**src/rtl/bup_pkg.sv**
```systemverilog
package bup_pkg;

    typedef enum logic [3:0] {
        ST_IDLE,
        ST_SYN_WAIT,
        ST_SYN_LAST,
        ST_PLL_PULSE,
        ST_PLL_WAIT,
        ST_PLL_LAST,
        ST_RAD_PULSE,
        ST_DLY_WAIT,
        ST_DLY_LAST,
        ST_CNV_PULSE
    } bup_state_e;

    typedef enum logic [1:0] {
        ERR_NONE = 2'd0,
        ERR_SYN  = 2'd1,
        ERR_PLL  = 2'd2,
        ERR_DLY  = 2'd3
    } bup_err_e;

    // Status word layout, software decodes these positions
    typedef struct packed {
        logic       dly_rdy;   // [6]
        logic       pll_lock;  // [5]
        logic       pps;       // [4]
        logic       holdover;  // [3]
        logic       syn_lock;  // [2]
        logic [1:0] syn_stat;  // [1:0]
    } clk_stat_t;

    localparam int STAT_W = $bits(clk_stat_t);

    function automatic int cw(input int n);
        int w;
        w = $clog2(n + 1);
        return (w < 1) ? 1 : w;
    endfunction

    function automatic int max3(input int a, input int b, input int c);
        int m;
        m = (a > b) ? a : b;
        return (m > c) ? m : c;
    endfunction

    function automatic logic is_wait(input bup_state_e s);
        return (s == ST_SYN_WAIT) || (s == ST_PLL_WAIT) || (s == ST_DLY_WAIT);
    endfunction

    function automatic logic is_pulse(input bup_state_e s);
        return (s == ST_PLL_PULSE) || (s == ST_RAD_PULSE) || (s == ST_CNV_PULSE);
    endfunction

    // Reset pulse that follows a passed gate
    function automatic bup_state_e pulse_after(input bup_state_e s);
        case (s)
            ST_SYN_WAIT, ST_SYN_LAST: return ST_PLL_PULSE;
            ST_PLL_WAIT, ST_PLL_LAST: return ST_RAD_PULSE;
            default:                  return ST_CNV_PULSE;
        endcase
    endfunction

    function automatic bup_state_e last_of(input bup_state_e s);
        case (s)
            ST_SYN_WAIT: return ST_SYN_LAST;
            ST_PLL_WAIT: return ST_PLL_LAST;
            default:     return ST_DLY_LAST;
        endcase
    endfunction

    function automatic bup_err_e err_of(input bup_state_e s);
        case (s)
            ST_SYN_LAST: return ERR_SYN;
            ST_PLL_LAST: return ERR_PLL;
            default:     return ERR_DLY;
        endcase
    endfunction

endpackage

```
**src/rtl/bup_sync.sv**
```systemverilog
module bup_sync #(
    parameter int W      = 7,
    parameter int STAGES = 2
) (
    input  logic         clk,
    input  logic         rst,
    input  logic [W-1:0] d,
    output logic [W-1:0] q
);
    logic [W-1:0] stg [STAGES];

    always_ff @(posedge clk) begin
        if (rst) begin
            for (int k = 0; k < STAGES; k++) stg[k] <= '0;
        end else begin
            stg[0] <= d;
            for (int k = 1; k < STAGES; k++) stg[k] <= stg[k-1];
        end
    end

    assign q = stg[STAGES-1];
endmodule

```
**src/rtl/bup_deadline.sv**
```systemverilog
module bup_deadline #(
    parameter int TW = 4
) (
    input  logic          clk,
    input  logic          rst,
    input  logic          run,
    input  logic          tick,
    input  logic [TW-1:0] limit,
    output logic          expire
);
    logic [TW-1:0] cnt;
    logic [TW:0]   cnt_inc;

    assign cnt_inc = {1'b0, cnt} + {{TW{1'b0}}, 1'b1};
    assign expire  = run && tick && (cnt_inc == {1'b0, limit});

    always_ff @(posedge clk) begin
        if (rst || !run) cnt <= '0;
        else if (tick)   cnt <= cnt_inc[TW-1:0];
    end
endmodule

```
**src/rtl/bup_pulse.sv**
```systemverilog
module bup_pulse #(
    parameter int PULSE = 16,
    parameter int PW    = 5
) (
    input  logic clk,
    input  logic rst,
    input  logic run,
    output logic last
);
    logic [PW-1:0] cnt;

    assign last = run && (cnt == PW'(PULSE - 1));

    always_ff @(posedge clk) begin
        if (rst || !run) cnt <= '0;
        else             cnt <= cnt + 1'b1;
    end
endmodule

```
**src/rtl/refclk_bringup_seq.sv**
```systemverilog
module refclk_bringup_seq
    import bup_pkg::*;
#(
    parameter int PULSE_CYC     = 16,
    parameter int SYN_TMO_TICKS = 100,
    parameter int PLL_TMO_TICKS = 10,
    parameter int DLY_TMO_TICKS = 10,
    parameter int SYNC_STAGES   = 2
) (
    input  logic       clk,
    input  logic       rst,
    input  logic       start_req,
    input  logic       prev_src_int,
    input  logic       next_src_int,
    input  logic       tick_ms,
    input  logic [1:0] syn_stat_a,
    input  logic       syn_lock_a,
    input  logic       holdover_a,
    input  logic       pps_a,
    input  logic       pll_lock_a,
    input  logic       dly_rdy_a,
    output logic       pll_rst,
    output logic       radio_rst,
    output logic       adc_rst,
    output logic       dac_rst_n,
    output logic [6:0] clk_status,
    output logic       ref_locked,
    output logic       busy,
    output logic       done,
    output logic [1:0] err_code
);
    localparam int MAX_TMO = max3(SYN_TMO_TICKS, PLL_TMO_TICKS, DLY_TMO_TICKS);
    localparam int TW      = cw(MAX_TMO);
    localparam int PW      = cw(PULSE_CYC);

    bup_state_e    st_q, st_d;
    logic          done_q, done_d;
    bup_err_e      err_q, err_d;
    clk_stat_t     raw, stat_s;
    logic [STAT_W-1:0] stat_v;
    logic [TW-1:0] limit;
    logic          gate_ok, expire, pulse_last;

    // ---------------- synchronized status ----------------
    assign raw = {dly_rdy_a, pll_lock_a, pps_a, holdover_a, syn_lock_a, syn_stat_a};

    bup_sync #(.W(STAT_W), .STAGES(SYNC_STAGES)) u_sync (
        .clk (clk),
        .rst (rst),
        .d   (raw),
        .q   (stat_v)
    );
    assign stat_s     = clk_stat_t'(stat_v);
    assign clk_status = stat_s;
    assign ref_locked = stat_s.syn_lock & stat_s.pll_lock & stat_s.dly_rdy;

    // ---------------- gate selection ----------------
    always_comb begin
        case (st_q)
            ST_SYN_WAIT, ST_SYN_LAST: begin
                gate_ok = stat_s.syn_lock;
                limit   = TW'(SYN_TMO_TICKS);
            end
            ST_PLL_WAIT, ST_PLL_LAST: begin
                gate_ok = stat_s.pll_lock;
                limit   = TW'(PLL_TMO_TICKS);
            end
            ST_DLY_WAIT, ST_DLY_LAST: begin
                gate_ok = stat_s.dly_rdy;
                limit   = TW'(DLY_TMO_TICKS);
            end
            default: begin
                gate_ok = 1'b0;
                limit   = TW'(1);
            end
        endcase
    end

    bup_deadline #(.TW(TW)) u_deadline (
        .clk    (clk),
        .rst    (rst),
        .run    (is_wait(st_q)),
        .tick   (tick_ms),
        .limit  (limit),
        .expire (expire)
    );

    bup_pulse #(.PULSE(PULSE_CYC), .PW(PW)) u_pulse (
        .clk  (clk),
        .rst  (rst),
        .run  (is_pulse(st_q)),
        .last (pulse_last)
    );

    // ---------------- sequencing ----------------
    always_comb begin
        st_d   = st_q;
        done_d = done_q;
        err_d  = err_q;
        case (st_q)
            ST_IDLE: begin
                if (start_req) begin
                    err_d = ERR_NONE;
                    if (prev_src_int && next_src_int) begin
                        done_d = 1'b1;
                    end else begin
                        done_d = 1'b0;
                        st_d   = (SYN_TMO_TICKS == 0) ? ST_PLL_PULSE : ST_SYN_WAIT;
                    end
                end
            end
            ST_SYN_WAIT, ST_PLL_WAIT, ST_DLY_WAIT: begin
                if (gate_ok)     st_d = pulse_after(st_q);
                else if (expire) st_d = last_of(st_q);
            end
            ST_SYN_LAST, ST_PLL_LAST, ST_DLY_LAST: begin
                if (gate_ok) begin
                    st_d = pulse_after(st_q);
                end else begin
                    st_d   = ST_IDLE;
                    done_d = 1'b1;
                    err_d  = err_of(st_q);
                end
            end
            ST_PLL_PULSE: if (pulse_last) st_d = ST_PLL_WAIT;
            ST_RAD_PULSE: if (pulse_last) st_d = ST_DLY_WAIT;
            ST_CNV_PULSE: begin
                if (pulse_last) begin
                    st_d   = ST_IDLE;
                    done_d = 1'b1;
                    err_d  = ERR_NONE;
                end
            end
            default: st_d = ST_IDLE;
        endcase
    end

    always_ff @(posedge clk) begin
        if (rst) begin
            st_q   <= ST_IDLE;
            done_q <= 1'b0;
            err_q  <= ERR_NONE;
        end else begin
            st_q   <= st_d;
            done_q <= done_d;
            err_q  <= err_d;
        end
    end

    assign pll_rst   = (st_q == ST_PLL_PULSE);
    assign radio_rst = (st_q == ST_RAD_PULSE);
    assign adc_rst   = (st_q == ST_CNV_PULSE);
    assign dac_rst_n = (st_q != ST_CNV_PULSE);
    assign busy      = (st_q != ST_IDLE);
    assign done      = done_q;
    assign err_code  = err_q;

    // ---------------- assertions ----------------
    logic any_rst;
    int   hi_len;
    assign any_rst = pll_rst | radio_rst | adc_rst;

    always_ff @(posedge clk) begin
        if (rst || !any_rst) hi_len <= 0;
        else                 hi_len <= hi_len + 1;
    end

    AST_ONE_RESET: assert property (@(posedge clk) disable iff (rst)
        $onehot0({pll_rst, radio_rst, adc_rst}));
    AST_PULSE_LEN: assert property (@(posedge clk) disable iff (rst)
        $fell(any_rst) |-> (hi_len == PULSE_CYC));
    AST_ORDER_RAD: assert property (@(posedge clk) disable iff (rst)
        $rose(radio_rst) |-> $past(clk_status[5]));
    AST_ORDER_CNV: assert property (@(posedge clk) disable iff (rst)
        $rose(adc_rst) |-> $past(clk_status[6]));
    AST_ERR_DONE: assert property (@(posedge clk) disable iff (rst)
        (err_code != 2'd0) |-> done);
    AST_DONE_IDLE: assert property (@(posedge clk) disable iff (rst)
        done |-> !busy);
    AST_SKIP_RUN: assert property (@(posedge clk) disable iff (rst)
        (!busy && start_req && prev_src_int && next_src_int)
        |=> (done && !busy && err_code == 2'd0));
    AST_LOCK_AND: assert property (@(posedge clk) disable iff (rst)
        ref_locked == (clk_status[2] && clk_status[5] && clk_status[6]));

    if (SYN_TMO_TICKS != 0) begin : g_syn_gate
        AST_ORDER_PLL: assert property (@(posedge clk) disable iff (rst)
            $rose(pll_rst) |-> $past(clk_status[2]));
    end else begin : g_syn_bypass
        AST_BYPASS: assert property (@(posedge clk) disable iff (rst)
            (!busy && start_req && !(prev_src_int && next_src_int)) |=> pll_rst);
    end
endmodule

```
**config.mk**
```make
export PLATFORM = sky130hd
export DESIGN_NAME = refclk_bringup_seq
export DESIGN_NICKNAME = d
export VERILOG_FILES = /design/src/rtl/bup_pkg.sv /design/src/rtl/bup_sync.sv /design/src/rtl/bup_deadline.sv /design/src/rtl/bup_pulse.sv /design/src/rtl/refclk_bringup_seq.sv
export SDC_FILE = /design/constraint.sdc
export NUM_CORES = 1
export LEC_CHECK = 0
export BUFFER_PORTS_ARGS = -buffer_cell sky130_fd_sc_hd__buf_2
export CORE_MARGIN = 10
export CORE_UTILIZATION = 49
export CTS_CLUSTER_SIZE = 30
export DETAILED_ROUTE_END_ITERATION = 8
export MAX_ROUTING_LAYER = met4
export PLACE_DENSITY = 0.71
export SLEW_MARGIN = 10
export SYNTH_ARGS = -nofsm -noshare
export SYNTH_HDL_FRONTEND = slang
export SYNTH_SLANG_ARGS = --single-unit
```
**constraint.sdc**
```tcl
create_clock -name clk -period 3.3 [get_ports clk]
set_clock_uncertainty 0.2 [all_clocks]
set_input_delay 0.66 -clock clk [delete_from_list [all_inputs] [get_ports clk]]
set_output_delay 0.66 -clock clk [all_outputs]
set_load 0.01 [all_outputs]
```
# [Yosys cells after proc, flatten, opt, wreduce, memory -nomap -nowiden]
# Memories as Yosys holds them, arrays and structs flattened.
# Index checks and enable logic that the tools add are counted.
# W data, S select, Z words.
[word_totals] memories=1 out_inout_bits=16 mem_bits_rw=14 reg_bits=19
[classes] n_eq_ne=19 reduce_logical=23 bitwise_logic=4 muxes=28 add_sub_neg=2
[memory_table] memory="u_sync.stg" words=2 width=7 read_ports=2 rd_clocked_by_memory_dff=0 write_ports=2 line="bup_sync.sv:10" text="logic [W-1:0] stg [STAGES];"
[op_table] op="$mux W4" n=8
[op_table] op="$pmux W4 S6" n=1
[op_table] op="$eq A4 B3 Y1 const B" n=4
[op_table] op="$pmux W4 S2" n=2
[op_table] op="$mux W7" n=2
[op_table] op="$pmux W7 S2" n=1
[op_table] op="$add A7 B1 Y8 const B" n=1
[op_table] op="$eq A4 B2 Y1 const B" n=2
[op_table] op="$eq A4 B4 Y1 const B" n=2
[op_table] op="$eq A8 B7 Y1" n=1
[op_table] op="$mux W1" n=7
[op_table] op="$logic_or A1 B1 Y1" n=6
[op_table] op="$mux W2" n=3
[op_table] op="$ne A2 B1 Y1 const B" n=3
[op_table] op="$ne A2 B2 Y1 const B" n=3
[op_table] op="$pmux W1 S3" n=2
[op_table] op="$pmux W2 S3" n=1
[op_table] op="$reduce_and A6 Y1" n=1
[op_table] op="$reduce_or A2 Y1" n=3
[op_table] op="$reduce_or A3 Y1" n=2
[op_table] op="$add A5 B1 Y5 const B" n=1
[op_table] op="$eq A5 B4 Y1 const B" n=1
[op_table] op="$eq A4 B1 Y1 const B" n=1
[op_table] op="$logic_and A1 B1 Y1" n=4
[op_table] op="other kinds (11)" n=14

# [Logic depth before layout (Yosys ltp)]
[depth] depth_word=8 ltp_mapped=9 depth_no_buf=9

# [Hierarchy]
# Synthesis repeated with hierarchy kept, for this count alone.
[unflattened] hier_cells=227 area_unflattened_um2=1955.6
[by_module_without_submodules] module="refclk_bringup_seq" instances=1 seq_area_each_um2=140.1 cells_each=107 area_per_inst_um2=774.5
[by_module_without_submodules] module="bup_deadline" instances=1 seq_area_each_um2=140.1 cells_each=63 area_per_inst_um2=511.7
[by_module_without_submodules] module="bup_sync" instances=1 seq_area_each_um2=280.3 cells_each=36 area_per_inst_um2=460.4
[by_module_without_submodules] module="bup_pulse" instances=1 seq_area_each_um2=100.1 cells_each=21 area_per_inst_um2=209.0

# [Worst setup path before layout]
# Ideal clock, no wire load.
[synth_timing] path_type="register -> register" startpoint="reg u_deadline.cnt[0]" endpoint="reg st_q[0]" path_buffers=0 arrival_ps=1945 setup_time_ps=121 path_slack_ps=1033 path_stages_with_launch=9 t_required_ps=2979 cell_sequence="dfxtp_1 ha_1 nand4_1 xor2_1 mux2i_1 a21oi_1 a41oi_1 a211o_1 mux2_4"
[synth_between] elab_chain_len=5
[synth_lines] element="start, declared" line="bup_deadline.sv:11" text="logic [TW-1:0] cnt;"
[synth_lines] element="start signal, assigned" line="bup_deadline.sv:19" text="else if (tick) cnt <= cnt_inc[TW-1:0];"
[synth_lines] element="$add A7 B1 Y8" line="bup_deadline.sv:14" text="assign cnt_inc = {1'b0, cnt} + {{TW{1'b0}}, 1'b1};"
[synth_lines] element="$eq A8 B7 Y1" line="bup_deadline.sv:15" text="assign expire = run && tick && (cnt_inc == {1'b0, limit});"
[synth_lines] element="$logic_and A1 B1 Y1" line="bup_deadline.sv:15"
[synth_lines] element="$ne A3 B3 Y1 (no line)"
[synth_lines] element="$reduce_and A6 Y1 (no line)"
[synth_lines] element="end signal, assigned" line="refclk_bringup_seq.sv:144" text="st_q <= st_d;"
[synth_lines] element="end, declared" line="refclk_bringup_seq.sv:36" text="bup_state_e st_q, st_d;"
# Every way passes these cells.
# A chain may end at the register's enable or synchronous reset.

# [Worst setup path in the final report]
[layout_timing] startpoint="reg st_q[0]" endpoint="reg st_q[3]"
[layout_between] elab_chain_len=7
[layout_lines] element="$eq A4 B3 Y1, or another cell as far along"
[layout_lines] element="$reduce_or A4 Y1 (no line), or another cell as far along"
[layout_lines] element="$pmux W7 S2 or $logic_or A1 B1 Y1 (tied branches)" line="refclk_bringup_seq.sv:59, bup_pkg.sv:48"
[layout_lines] element="$eq A8 B7 Y1 or $logic_and A1 B1 Y1 (tied branches)" line="bup_deadline.sv:15"
[layout_lines] element="$logic_and A1 B1 Y1" line="bup_deadline.sv:15"
[layout_lines] element="$ne A3 B3 Y1 (no line)"
[layout_lines] element="$reduce_and A6 Y1 (no line)"
# Several ways; a longest one is shown, not always the timed one. The select of a mux whose other input is x is not followed.

==> impl_metrics.csv <==
group,metric,value,unit
place,port_buffers,28,
hold_path,hp-class,"flip-flop to flip-flop",
layout,syn_to_final_growth,11.3,%
hold_path,min_to,"u_sync.stg[0][10]$_SDFF_PP0_",
timing,setup_viol,0,
global_routing,grt_overflow,0,
setup_path,crit_slowest_cell,"dfxtp_1",
place,hpwl,2660,um
timing,finalCriticalPeriod,2.72,ns
timing,slew_headroom,0.512,
logic_synthesis,synth_edf_count,0,
clock_network,htreeDepth,2,
logic_synthesis,yosysTopAreaCell,"dfxtp_1",
timing,setup_slack,0.580,ns
clock_network,worst_setup_hold_path_clk_slew,0.07,ns
floorplan,die_area,6520,um2
logic_synthesis,synth_cell_types,49,
global_routing,grt_max_degree,28,
setup_path,ff2ff_path_depth,7,
timing,worstMarginPinSlew,0.731,ns
detailed_routing,wl,3610,um
setup_path,cp-startpoint,"st_q[0]$_SDFFE_PP0P_",
clock_network,root_buffer,"clkbuf_8",
detailed_routing,drc,0,
timing,hold_violations,0,
layout,antenna_cells,0,
power_and_ir_drop,vdd_ir_drop_max,0.456,mV
global_routing,grt_pass1_wl,6200,um
layout,drive_gt1_frac,0.188,
hold_path,hold-path-cell-count,1,
logic_synthesis,ys_ff_latch,33,
power_and_ir_drop,pwr_density_cell,614,nW/um2
timing,holdWs,0.231,ns
logic_synthesis,synth-async-reset-ratio,0,
logic_synthesis,synth_nets,234,
setup_path,r2r_end,"st_q[3]$_SDFFE_PP0P_",
timing,fin_crit_sh,0.824,
logic_synthesis,yosysSeqAreaShare,0.365,
clock_network,clock_path_buffers,2,
timing,final_max_slew_viol_count,0,
flow_run,max-cap-violations,0,
timing,max_freq,0.368,GHz
logic_synthesis,synth_top_area_frac,0.365,
global_routing,track_usage,0.123,
setup_path,worstSetupPathType,"flip-flop to flip-flop",
setup_path,worstSetupEndpointType,"flip-flop",
detailed_routing,wl_per_cell,12.8,um
setup_path,cp_cell_sequence,"xor2_1 -> nand3_1 -> a21oi_1 -> or3_1 -> a41oi_1 -> a211o_1 -> mux2_4",
floorplan,start_util,0.502,
place,place.gp.congestion,0.836,
setup_path,max_stage_delay,0.80,ns
detailed_routing,antenna_left,0,
clock_network,clock-sinks,33,
logic_synthesis,synth_area_per_cell,8.30,um2
setup_path,critPathMaxFanout,22,
logic_synthesis,synthCells,218,
setup_path,crit-reg2reg-launch,"st_q[0]$_SDFFE_PP0P_",
place,dp_slack,0.609,ns
detailed_routing,viasPerCell,5.17,
setup_path,rrSetupSlack,0.58,ns
status,outcome,"finished clean",
floorplan,die_w,80.8,um
setup_path,arrival,2.68,ns
clock_network,cts_hold_buf,0,
timing,setup_tns,0,ns
floorplan,core_area,3610,um2
logic_synthesis,yosysWarnings,0,
logic_synthesis,yosys_most_used_dff,"dfxtp_1",
hold_path,min_from,"u_sync.stg[0][3]$_SDFF_PP0_",
detailed_routing,vias,1458,
power_and_ir_drop,finalPower,1240,uW
floorplan,die_h,80.8,um
clock_network,clkLatencyLatePin,0.28,ns
setup_path,crit_required,3.26,ns
clock_network,tritoncts,"yes",
logic_synthesis,synth_area_leaders,"dfxtp_1 (37%), nor2b_1 (6.2%), nor2_1 (5.8%)",
clock_network,post_cts_buffers,0,
global_routing,grt_pass1_vias,1385,
layout,nFillCells,344,
layout,finalNetCount,249,
floorplan,boundaryPins,29,
clock_network,ctsResizeCount,0,
logic_synthesis,syn_area,1810,um2
power_and_ir_drop,power.leakage,0.000827,uW
global_routing,antenna_found_initial,0,
timing,rsz0062_at_grt,"false",
layout,fin_util,0.558,
floorplan,rows,22,
clock_network,cts_buffers,5,
detailed_routing,drt_iter0_drc,57,
setup_path,cp-start-kind,"flip-flop",
detailed_routing,dr.pass1.iters,4,
## registers in the layout, summed over array words and instances (netlist names)
register,cells
err_code,2
st_q,4
done,1
u_deadline.cnt,7
u_pulse.cnt,5
u_sync.stg,14
## cells in the mapped netlist, drive strengths merged, types with 3 or more instances
cell / count
nand3: 8
buf: 12
nand2b: 5
nand2: 15
xor2: 8
nor2b: 18
and3: 3
o21ai: 4
mux2i: 4
clkbuf: 9
a21oi: 13
a211oi: 4
nor2: 28
ha: 3
or3: 5
xnor2: 7
inv: 5
dfxtp: 33
or2: 3
## worst max-delay path, delay by kind of cell (launching register included)
family          cells  cell delay, ns
mux                 1            0.31
compound gates      3            0.55
xor+xnor            1            0.23
simple gates        2            0.53
flops               1            0.80
## worst max path at each step
stage / to / slack (ns) / depth (start not counted)
floorplan: st_q[0]$_SDFFE_PP0P_ / 1.03 / 8
global placement: st_q[3]$_SDFFE_PP0P_ / 0.60 / 7
detailed placement: st_q[3]$_SDFFE_PP0P_ / 0.61 / 7
CTS: radio_rst / 0.58 / 3
global route: st_q[3]$_SDFFE_PP0P_ / 0.31 / 7
finish: st_q[3]$_SDFFE_PP0P_ / 0.58 / 7
## final cells by class
cell class,instances,area [um2],share of cell area
Clock buffer,7,86.3,0.0429
Multi-Input combinational cell,158,1010,0.500
Timing Repair Buffer,29,148,0.0733
Inverter,6,22.5,0.0112
Tap cell,48,60.1,0.0298
Clock inverter,1,30.0,0.0149
Sequential cell,33,661,0.328
## layer usage
metal / GRT usage / wire [um] / up-vias
li1: - / - / 766
met1: 0.138 / 1600 / 658
met2: 0.187 / 1720 / 27
met3: 0.0442 / 230 / 7
met4: 0.0657 / 61 / 0
met5: - / 0 / -
## metrics by stage
step                instance area (um2)  std cells
floorplan                          1810        218
global placement                   1900        274
detailed placement                 1900        274
CTS                                2010        282
global route                       2010        282
finish                             2010        282
## power breakdown
part	leakage [uW]	switching (uW)	internal, uW
sequential	0.000269	67.4	423
clock	0.0000585	141	246
combinational	0.000499	183	176
## placed cells by master (no fill, tap or decap), types with 6 or more instances in the layout
cell / synthesis / layout
nand3_1: 8 / 8
nor2_1: 28 / 28
xnor2_1: 6 / 6
a21oi_1: 13 / 13
dfxtp_1: 33 / 33
buf_2: 3 / 28
nand2_1: 15 / 15
clkbuf_8: 0 / 6
xor2_1: 8 / 8
nor2b_1: 18 / 18
## cells by family (layout without fill, tap and decap cells)
kind of cell / after synthesis / after routing / synth area share
adders and majority gates: 3 / 3 / 0.0207
and+or+nand+nor: 97 / 97 / 0.277
AOI/OAI and AO/OA: 37 / 37 / 0.142
xor gates and xnor gates: 15 / 15 / 0.0768
buffers and inverters: 27 / 43 / 0.0788
muxes: 6 / 6 / 0.0387
DFF: 33 / 33 / 0.365
Note: power is estimated with default switching activity, not from simulation.
